## config.mk

```make
export PLATFORM = sky130hd
export DESIGN_NAME = spi_irq_status
export DESIGN_NICKNAME = d
export VERILOG_FILES = /design/src/rtl/spi_irq_pkg.sv /design/src/rtl/spi_flag_core.sv /design/src/rtl/spi_irq_gen.sv /design/src/rtl/spi_irq_status.sv
export SDC_FILE = /design/constraint.sdc
export NUM_CORES = 1
export LEC_CHECK = 0
export ABC_AREA = 1
export BUFFER_PORTS_ARGS = -buffer_cell sky130_fd_sc_hd__buf_2
export CAP_MARGIN = 10
export CORE_MARGIN = 2
export CORE_UTILIZATION = 30
export CTS_CLUSTER_DIAMETER = 40
export CTS_CLUSTER_SIZE = 10
export DETAILED_ROUTE_END_ITERATION = 12
export GPL_ROUTABILITY_DRIVEN = 1
export GPL_TIMING_DRIVEN = 0
export PLACE_DENSITY = 0.55
export SKIP_LAST_GASP = 1
export SLEW_MARGIN = 20
export SYNTH_ARGS = -nofsm -noshare
export SYNTH_HDL_FRONTEND = slang
export SYNTH_SLANG_ARGS = --single-unit
```

## constraint.sdc

```tcl
create_clock -name clk -period 1.1 [get_ports clk]
set_clock_uncertainty 0.1 [all_clocks]
set_input_delay 0.055 -clock clk [delete_from_list [all_inputs] [get_ports clk]]
set_output_delay 0.055 -clock clk [all_outputs]
set_load 0.01 [all_outputs]
```

## src/rtl/spi_irq_pkg.sv

```systemverilog
package spi_irq_pkg;
  localparam int ADDR_W = 2;
  localparam logic [ADDR_W-1:0] A_STAT = 2'd0;
  localparam logic [ADDR_W-1:0] A_CTRL = 2'd1;
  localparam logic [ADDR_W-1:0] A_RXD  = 2'd2;
  localparam logic [ADDR_W-1:0] A_TXD  = 2'd3;

  typedef struct packed {
    logic rxf;
    logic ovr;
    logic modf;
    logic txe;
  } flags_t;

  typedef struct packed {
    logic spe;
    logic errie;
    logic modfen;
    logic rxie;
    logic txie;
  } en_t;

  function automatic logic tx_req(flags_t f, en_t e);
    return f.txe & e.txie & e.spe;
  endfunction

  function automatic logic rxerr_req(flags_t f, en_t e);
    return (f.rxf & e.rxie) | ((f.ovr | f.modf) & e.errie);
  endfunction

  function automatic logic [7:0] stat_word(flags_t f, en_t e);
    return {f.rxf, f.ovr, f.modf, f.txe, e.errie, e.modfen, e.rxie, e.txie};
  endfunction
endpackage

```

## src/rtl/spi_flag_core.sv

```systemverilog
module spi_flag_core
  import spi_irq_pkg::*;
(
  input  logic   clk,
  input  logic   rst_n,
  input  logic   rx_evt,
  input  logic   tx_load,
  input  logic   ovr_evt,
  input  logic   mf_evt,
  input  logic   modfen,
  input  logic   stat_rd,
  input  logic   stat_wr,
  input  logic   rxd_rd,
  input  logic   txd_wr,
  output flags_t flags
);
  logic seen_rxf, seen_ovr, seen_modf;
  logic clr_rxf, clr_ovr, clr_modf;
  logic ovr_set, mf_set;

  assign clr_rxf  = rxd_rd & seen_rxf;
  assign clr_ovr  = rxd_rd & seen_ovr;
  assign clr_modf = stat_wr & seen_modf;
  assign ovr_set  = (rx_evt & flags.rxf & ~clr_rxf) | ovr_evt;
  assign mf_set   = mf_evt & modfen;

  always_ff @(posedge clk) begin
    if (!rst_n) begin
      flags     <= '{rxf: 1'b0, ovr: 1'b0, modf: 1'b0, txe: 1'b1};
      seen_rxf  <= 1'b0;
      seen_ovr  <= 1'b0;
      seen_modf <= 1'b0;
    end else begin
      if (stat_wr) begin
        seen_rxf <= 1'b0;
        seen_ovr <= 1'b0;
      end else if (stat_rd) begin
        seen_rxf <= flags.rxf;
        seen_ovr <= flags.ovr;
      end else if (rxd_rd) begin
        seen_rxf <= 1'b0;
        seen_ovr <= 1'b0;
      end
      if (stat_rd)      seen_modf <= flags.modf;
      else if (stat_wr) seen_modf <= 1'b0;

      if (rx_evt)       flags.rxf <= 1'b1;
      else if (clr_rxf) flags.rxf <= 1'b0;
      if (ovr_set)      flags.ovr <= 1'b1;
      else if (clr_ovr) flags.ovr <= 1'b0;
      if (mf_set)        flags.modf <= 1'b1;
      else if (clr_modf) flags.modf <= 1'b0;
      if (txd_wr)       flags.txe <= 1'b0;
      else if (tx_load) flags.txe <= 1'b1;
    end
  end

  assert_txe_clear_R7: assert property (@(posedge clk) disable iff (!rst_n)
    txd_wr |=> !flags.txe);
  assert_rxf_hold_R4: assert property (@(posedge clk) disable iff (!rst_n)
    (flags.rxf && !rxd_rd) |=> flags.rxf);
  assert_rx_wins_R5: assert property (@(posedge clk) disable iff (!rst_n)
    rx_evt |=> flags.rxf);
  assert_ovr_on_rx_R6: assert property (@(posedge clk) disable iff (!rst_n)
    (rx_evt && flags.rxf && !rxd_rd) |=> flags.ovr);
  assert_modf_block_R10: assert property (@(posedge clk) disable iff (!rst_n)
    (!modfen && !flags.modf) |=> !flags.modf);
endmodule

```

## src/rtl/spi_irq_gen.sv

```systemverilog
module spi_irq_gen
  import spi_irq_pkg::*;
(
  input  logic   clk,
  input  logic   rst_n,
  input  flags_t flags,
  input  en_t    en,
  output logic   irq_tx,
  output logic   irq_rxerr
);
  assign irq_tx    = tx_req(flags, en);
  assign irq_rxerr = rxerr_req(flags, en);

  assert_tx_gate_R8: assert property (@(posedge clk) disable iff (!rst_n)
    !en.spe |-> !irq_tx);
  assert_rx_any_spe_R9: assert property (@(posedge clk) disable iff (!rst_n)
    (flags.rxf && en.rxie) |-> irq_rxerr);
  assert_err_quiet_R9: assert property (@(posedge clk) disable iff (!rst_n)
    (!en.errie && !(flags.rxf && en.rxie)) |-> !irq_rxerr);
endmodule

```

## src/rtl/spi_irq_status.sv

```systemverilog
module spi_irq_status
  import spi_irq_pkg::*;
#(
  parameter int DATA_W = 8
) (
  input  logic              clk,
  input  logic              rst_n,
  input  logic              rx_done,
  input  logic [DATA_W-1:0] rx_byte,
  input  logic              tx_loaded,
  input  logic              overrun_in,
  input  logic              mode_fault_in,
  input  logic [1:0]        bus_addr,
  input  logic              bus_rd,
  input  logic              bus_wr,
  input  logic [DATA_W-1:0] bus_wdata,
  output logic [DATA_W-1:0] bus_rdata,
  output logic [DATA_W-1:0] tx_byte,
  output logic              irq_tx,
  output logic              irq_rxerr
);
  flags_t flags;
  en_t    en;
  logic [DATA_W-1:0] rxd_q, txd_q;
  logic stat_rd, stat_wr, ctrl_wr, rxd_rd, txd_wr;

  assign stat_rd = bus_rd & (bus_addr == A_STAT);
  assign stat_wr = bus_wr & (bus_addr == A_STAT);
  assign ctrl_wr = bus_wr & (bus_addr == A_CTRL);
  assign rxd_rd  = bus_rd & (bus_addr == A_RXD);
  assign txd_wr  = bus_wr & (bus_addr == A_TXD);

  always_ff @(posedge clk) begin
    if (!rst_n) begin
      en    <= '0;
      rxd_q <= '0;
      txd_q <= '0;
    end else begin
      if (stat_wr) begin
        en.errie  <= bus_wdata[3];
        en.modfen <= bus_wdata[2];
        en.rxie   <= bus_wdata[1];
        en.txie   <= bus_wdata[0];
      end
      if (ctrl_wr) en.spe <= bus_wdata[0];
      if (rx_done) rxd_q <= rx_byte;
      if (txd_wr)  txd_q <= bus_wdata;
    end
  end

  always_comb begin
    bus_rdata = '0;
    unique case (bus_addr)
      A_STAT:  bus_rdata[7:0] = stat_word(flags, en);
      A_CTRL:  bus_rdata[0]   = en.spe;
      A_RXD:   bus_rdata      = rxd_q;
      default: bus_rdata      = txd_q;
    endcase
  end

  assign tx_byte = txd_q;

  spi_flag_core u_flags (
    .clk     (clk),
    .rst_n   (rst_n),
    .rx_evt  (rx_done),
    .tx_load (tx_loaded),
    .ovr_evt (overrun_in),
    .mf_evt  (mode_fault_in),
    .modfen  (en.modfen),
    .stat_rd (stat_rd),
    .stat_wr (stat_wr),
    .rxd_rd  (rxd_rd),
    .txd_wr  (txd_wr),
    .flags   (flags)
  );

  spi_irq_gen u_irq (
    .clk       (clk),
    .rst_n     (rst_n),
    .flags     (flags),
    .en        (en),
    .irq_tx    (irq_tx),
    .irq_rxerr (irq_rxerr)
  );

  assert_rxd_capture_R3: assert property (@(posedge clk) disable iff (!rst_n)
    rx_done |=> (rxd_q == $past(rx_byte)));
  assert_txd_hold_R2: assert property (@(posedge clk) disable iff (!rst_n)
    !txd_wr |=> $stable(tx_byte));
endmodule

```

==> results.md, run 1 <==
* Run status: finished with violations
* Failing checks: negative setup slack
* I/O Buffers at 42
* N_diodes at 0
* Arr. time, crit path at 0.98 ns
* Setup TNS at -0.193 ns
* Cell Area, Synth at 0.00120 sq mm
* Clock Pin Slew Worst Setup and Hold Paths at roughly 0.09 ns
* CTS Sinks at 28
* CTS Buf Count at 3
* Worst vdd ir at just over 0.0008 V
* Nets at 267
* Final period utilization at 104%
* Area Growth Syn to Fin at 54.7%
* Final WS setup at -0.0392 ns
* RSZ-0062 raised after global routing: yes
* Die area at 0.00451 sq mm
* Remaining Overflow, GRT at 0
* Share of the synthesized area in the top cell type at 46.9%
* Met2 wire length at 1630 um
* Synth cell types at 20
* Crit-path max FO at 2
* Rows at 22
* Met3 wire len at a little under 200 um
* Largest net degree at the start of global routing at 16
* CTS max path bufs at 2
* Ports at 44
* Slowest cell on the critical path: dfxtp_2
* PD cells at about 1100 mW/mm^2
* Setup violators final at 9
* Register area share after synthesis at roughly 47%
* DP HPWL at 2420 um
* Crit. End Element: output port
* Layout cells sized above 1 at around two fifths
* Worst setup SP type: flip-flop
* Die width at 67.1 um
* Top delay family on crit path: flip-flops
* Clk Latency, worst-skew pair at 0.27 ns
* Maxcap violations at 0
* Crit Path Class: reg2out
* Vias in the first global route at 1377
* Initial Util at between 30% and 40%
* Syn avg cell area at 7.21 sq um
* Routability cong. at 0.719
* Final Instance Area at 0.00185 sq mm
* Routed length per instance at 12.0 um
* Dpl ws at -0.140 ns
* Peak Freq at 0.878 GHz
* Largest area contributor in the netlist: dfxtp_1
* First-pass GRT wire length at between 5000 and 6000 um
* Post-DRT Antenna Nets at 0
* Mapped Nets at 192
* FF+latch count, synth at 28
* Max Slew Vio Count at 0
* Total GRT Usage at 17.5%
* Period minus WS final at between 1 and 1.5 ns
* WP buf/inv at 2
* TritonCTS clock tree: yes
* Critical path required time at 0.94 ns
* Highest routing layer actually used: met4
* Routed via count at approximately 1300
* Crit path cell chain: inv_2 -> o221ai_2 -> buf_2
* DRT Wirelength at between 3000 and 4000 um
* Slew headroom at 69.4%
* DRT iter0 DRCs at 81
* Final Hold Vio Count at 0
* FILL cells at between 400 and 500
* M1 WL at between 1500 and 2000 um
* Placed instance area at 0.00147 sq mm
* Syn Inst Count at 166
* H-tree depth at 1
* Static Leak at 0.000834 uW
* Drt pass-1 iters at 4
* Antenna violations before repair at 0
* Root buffer cell: clkbuf_8
* DRC viols at 0
* Worst slew pin tran at roughly 0.46 ns
* Hold crit path type: in2reg
* Crit-path max cell delay at 0.34 ns
* Synth area leaders: dfxtp_1 (47%), o21ai_0 (9.6%), nand2_1 (9.1%)
* DR vias/cell at 4.63
* Yosys warning total at 0
* Core region area at ~0.0037 sq mm
* Die Ht at about 67 um
* WHS at between 0.01 and 0.015 ns
==> report_power, final <==
part | switching (uW) | leakage, uW | internal (uW) | total [uW]
clock | 314 | 0.0000288 | 320 | 634
sequential | 32.2 | 0.000236 | 1070 | 1100
combinational | 200 | 0.000569 | 186 | 386
==> synthesized netlist by cell type <==
| library cell | count |
|---|---|
| a21oi_1 | 14 |
| buf_6 | 1 |
| clkbuf_1 | 3 |
| clkinv_1 | 1 |
| dfxtp_1 | 28 |
| inv_1 | 21 |
| inv_2 | 1 |
| nand2_1 | 29 |
| nand2_2 | 2 |
| nand3_1 | 7 |
| nand4_1 | 2 |
| nor2_1 | 21 |
| nor2_2 | 2 |
| nor3_1 | 1 |
| o2111ai_1 | 1 |
| o211ai_1 | 4 |
| o21ai_0 | 23 |
| o21ai_1 | 1 |
| o221ai_1 | 3 |
| o22ai_1 | 1 |
==> metal layers <==
| metal | GRT usage, % | vias to the layer above |
|---|---|---|
| li1 | - | 701 |
| met1 | 22.0 | 594 |
| met2 | 30.9 | 36 |
| met3 | 4.17 | 2 |
| met4 | 2.30 | 0 |
| met5 | 0 | - |
==> placed cells by master, fill, tap and decap left out, types with 2 or more instances in the layout <==
cell and n:
nand4_1 2, dlygate4sd3_1 21, inv_1 9, inv_2 13
buf_4 7, dfxtp_2 15, a21oi_1 14, o21ai_0 21
clkbuf_8 4, dfxtp_1 12, o21ai_1 2, nand2_1 27
nand2_2 4, nor2_1 21, o211ai_1 4, nand3_1 7
clkbuf_1 3, o221ai_2 3, buf_2 42
==> stage by stage <==
| step | cells | util [%] | power, uW |
|---|---|---|---|
| after global placement | 256 | 39.2 | 1410 |
| after floorplan | 166 | - | 1270 |
| after detailed placement | 256 | 39.2 | 1410 |
| after CTS | 288 | 49.2 | 2150 |
| final | 288 | 49.4 | 2120 |
| after global routing | 288 | 49.4 | 2250 |
==> tightest hold or removal path, delay by kind of cell <==
| kind | cells | cell delay [ns] |
|---|---|---|
| AO/OA/AOI/OAI | 1 | 0.07 |
| buffers and inverters | 1 | 0.13 |
| AND/OR/NAND/NOR | 1 | 0.08 |
==> sequential cells by signal, indices dropped and copies added, names as in the netlist <==
name / count
u_flags.seen_ovr: 1
u_flags.flags: 4
u_flags.seen_modf: 1
u_flags.seen_rxf: 1
rxd_q: 8
tx_byte: 8
en: 5
==> worst paths after layout <==
| path | startpoint | end | slack (ns) | depth (start not counted) |
|---|---|---|---|---|
| max reg2reg | u_flags.flags[3]$_SDFFE_PN0P_ | u_flags.flags[2]$_SDFFE_PN0P_ | 0.14 | 7 |
| min | rst_n | u_flags.seen_modf$_SDFFE_PN0P_ | 0.01 | 3 |
| min reg2reg | tx_byte[5]$_SDFFE_PN0P_ | tx_byte[5]$_SDFFE_PN0P_ | 0.36 | 2 |
| max | tx_byte[4]$_SDFFE_PN0P_ | bus_rdata[4] | -0.04 | 3 |
==> what timing repair did <==
| item | 4_1_cts | 5_1_grt |
|---|---|---|
| hold buffers | 21 | 0 |
| setup buffers | 7 | 0 |
| hold endpoints to repair | 24 | 0 |
| gates resized for setup | 35 | 5 |
| setup endpoints to repair | 10 | 10 |
| gates cloned | 0 | 0 |
| pin swaps | 10 | 9 |
==> cells by family (layout without fill, tap and decap cells) <==
| kind of cell | after synthesis | in the layout | synth area share [%] |
|---|---|---|---|
| AND/OR/NAND/NOR | 64 | 64 | 22.2 |
| AO/OA/AOI/OAI | 47 | 47 | 21.9 |
| flip-flops | 28 | 28 | 46.9 |
| buffers and inverters | 27 | 101 | 9.10 |
==> cell type report <==
| class | instances | area (sq um) | area share [%] |
|---|---|---|---|
| plain buffers | 4 | 22.5 | 1.22 |
| multi-input cells | 111 | 571 | 30.8 |
| inverters | 23 | 86.3 | 4.67 |
| flip-flops and latches | 28 | 583 | 31.5 |
| repair buffers | 70 | 473 | 25.6 |
| clock buffers | 4 | 55.1 | 2.97 |
| well taps | 48 | 60.1 | 3.25 |
Power figures use the tool's default switching activity.
==> run 2, diff against run 1 <==
HOLD_SLACK_MARGIN = 0.08   (was not set)
==> results.md, run 2 (synthesized netlist as in run 1, its figures left out) <==
* Run status: finished with violations (unchanged)
* Failing checks: negative setup slack (unchanged)
* Crit-path max FO at 2 (unchanged)
* Most common cell after layout, fill and taps aside: buf_2 (unchanged)
* Peak Freq at 0.878 GHz (about the same)
* CTS max path bufs at 2 (unchanged)
* Hold crit path type: in2reg (unchanged)
* Final Hold Vio Count at 0 (unchanged)
* Critical path required time at 0.94 ns (about the same)
* PD cells at 1140 mW/mm^2 (was 1150 mW/mm^2)
* Die Ht at 67.1 um (unchanged)
* DP HPWL at 2420 um (unchanged)
* Flip-flop and latch area at 583 sq um (unchanged)
* Layout cells sized above 1 at 39.7% (was 39.6%)
* Crit path cell chain: inv_2 -> o221ai_2 -> buf_2 (unchanged)
* Drt pass-1 iters at 4 (unchanged)
* TritonCTS clock tree: yes (unchanged)
* Routed length per instance at 12.0 um (about the same)
* Post-Route Utilization at 50.0% (was 49.4%)
* Final WS setup at -0.0394 ns (was -0.0392 ns)
* DRT Wirelength at 3490 um (was 3460 um)
* Worst slew pin tran at 0.458 ns (was 0.460 ns)
* Slew headroom at 69.4% (about the same)
* Crit Path Class: reg2out (unchanged)
* Most frequent cells in the layout: buf_2 (42), nand2_1 (27), dlygate4sd3_1 (23) (was buf_2 (42), nand2_1 (27), o21ai_0 (21), nor2_1 (21), dlygate4sd3_1 (21))
* DRC viols at 0 (unchanged)
* Clock Pin Slew Worst Setup and Hold Paths at 0.10 ns (was 0.09 ns)
* Worst vdd ir at 0.000809 V (was 0.000807 V)
* Total GRT Usage at 17.6% (was 17.5%)
* Crit. End Element: output port (unchanged)
* WP buf/inv at 2 (unchanged)
* Area Growth Syn to Fin at 56.4% (was 54.7%)
* Top delay family on crit path: flip-flops (unchanged)
* Crit-path max cell delay at 0.34 ns (about the same)
* Largest net degree at the start of global routing at 16 (unchanged)
* Post-DRT Antenna Nets at 0 (unchanged)
* Root buffer cell: clkbuf_8 (unchanged)
* Routability cong. at 0.719 (unchanged)
* Slowest cell on the critical path: dfxtp_2 (unchanged)
* CTS Buf Count at 3 (unchanged)
* Remaining Overflow, GRT at 0 (unchanged)
* Multi-input gate area at 571 sq um (unchanged)
* Vias in the first global route at 1388 (was 1377)
* Highest routing layer actually used: met4 (unchanged)
* Die width at 67.1 um (unchanged)
* Rows at 22 (unchanged)
* N_diodes at 0 (unchanged)
* CTS Sinks at 28 (unchanged)
* RSZ-0062 raised after global routing: yes (unchanged)
* Met3 wire len at 193 um (was 194 um)
* Clk Latency, worst-skew pair at 0.27 ns (about the same)
* Worst setup SP type: flip-flop (unchanged)
* DRT iter0 DRCs at 76 (was 81)
* Arr. time, crit path at 0.98 ns (about the same)
* Die area at 0.00451 sq mm (unchanged)
* Antenna violations before repair at 0 (unchanged)
* DR vias/cell at 4.63 (about the same)
* Setup violators final at 9 (unchanged)
* Final period utilization at 104% (about the same)
* Power Total at 2130 uW (was 2120 uW)
* Core region area at 0.00374 sq mm (unchanged)
* First-pass GRT wire length at 6040 um (was 5980 um)
* M1 WL at 1640 um (was 1620 um)
* Met2 wire length at 1640 um (was 1630 um)
* Routed via count at 1344 (was 1333)
* FILL cells at 411 (was 412)
* Initial Util at 32.0% (unchanged)
* Nets at 269 (was 267)
* H-tree depth at 1 (unchanged)
* I/O Buffers at 42 (unchanged)
* Max Slew Vio Count at 0 (unchanged)
* Maxcap violations at 0 (unchanged)
* Static Leak at 0.000840 uW (was 0.000834 uW)
* Period minus WS final at 1.14 ns (about the same)
* Ports at 44 (unchanged)
[run 2: cell types whose count changed in the layout (fill, tap and decap cells not counted), sizes merged]
cell	previous run	this run
dlygate4sd3	21	23
[run 2: through the flow]
step	hold slack, ns	std cells	TNS, ns	area, sq um	setup WS (ns)
finish	0.110	290	-0.195	1870	-0.0394
global route	0.146	290	-0.909	1870	-0.117
CTS	0.116	290	-0.238	1860	-0.0465
detailed placement	0.183	256	-2.00	1470	-0.140
global placement	0.179	256	-2.33	1470	-0.151
floorplan	0.0798	166	0	1200	0.229
[run 2: layout make-up]
cell class	instances	area share, %
Sequential cell	28	31.2
Multi-Input combinational cell	111	30.5
Timing Repair Buffer	72	26.4
Inverter	23	4.62
Tap cell	48	3.21
Clock buffer	4	2.94
Buffer	4	1.20
[run 2: worst paths after layout]
| path | cells after the start | startpoint | slack, ns | endpoint |
|---|---|---|---|---|
| min reg2reg | 2 | tx_byte[5]$_SDFFE_PN0P_ | 0.36 | tx_byte[5]$_SDFFE_PN0P_ |
| max | 3 | tx_byte[4]$_SDFFE_PN0P_ | -0.04 | bus_rdata[4] |
| min | 4 | bus_addr[1] | 0.11 | u_flags.flags[3]$_SDFFE_PN0P_ |
| max reg2reg | 7 | u_flags.flags[3]$_SDFFE_PN0P_ | 0.14 | u_flags.flags[2]$_SDFFE_PN0P_ |
[run 2: repair_timing]
| action | in CTS | in global routing |
|---|---|---|
| endpoints found under the hold margin | 27 | 0 |
| setup endpoints to repair | 10 | 11 |
| hold buffers | 23 | 0 |
| pin swaps | 10 | 9 |
| buffers inserted | 7 | 0 |
| resized for setup | 35 | 6 |
[run 2: power breakdown]
part           leakage, uW  switching (uW)  internal (uW)  total (uW)
Sequential        0.000236            32.4           1070        1100
Clock            0.0000288             316            320         637
Combinational     0.000576             202            191         393
[run 2: metal layers]
metal | up-vias | GRT usage (%)
li1 | 704 | -
met1 | 602 | 22.3
met2 | 36 | 31.2
met3 | 2 | 4.17
met4 | 0 | 2.30
met5 | - | 0
[run 2: worst register-to-register path, delay by kind of cell (launching register included)]
kind,cells,cell delay [ns]
buffers and inverters,3,0.21
DFF,1,0.33
and+or+nand+nor,4,0.22
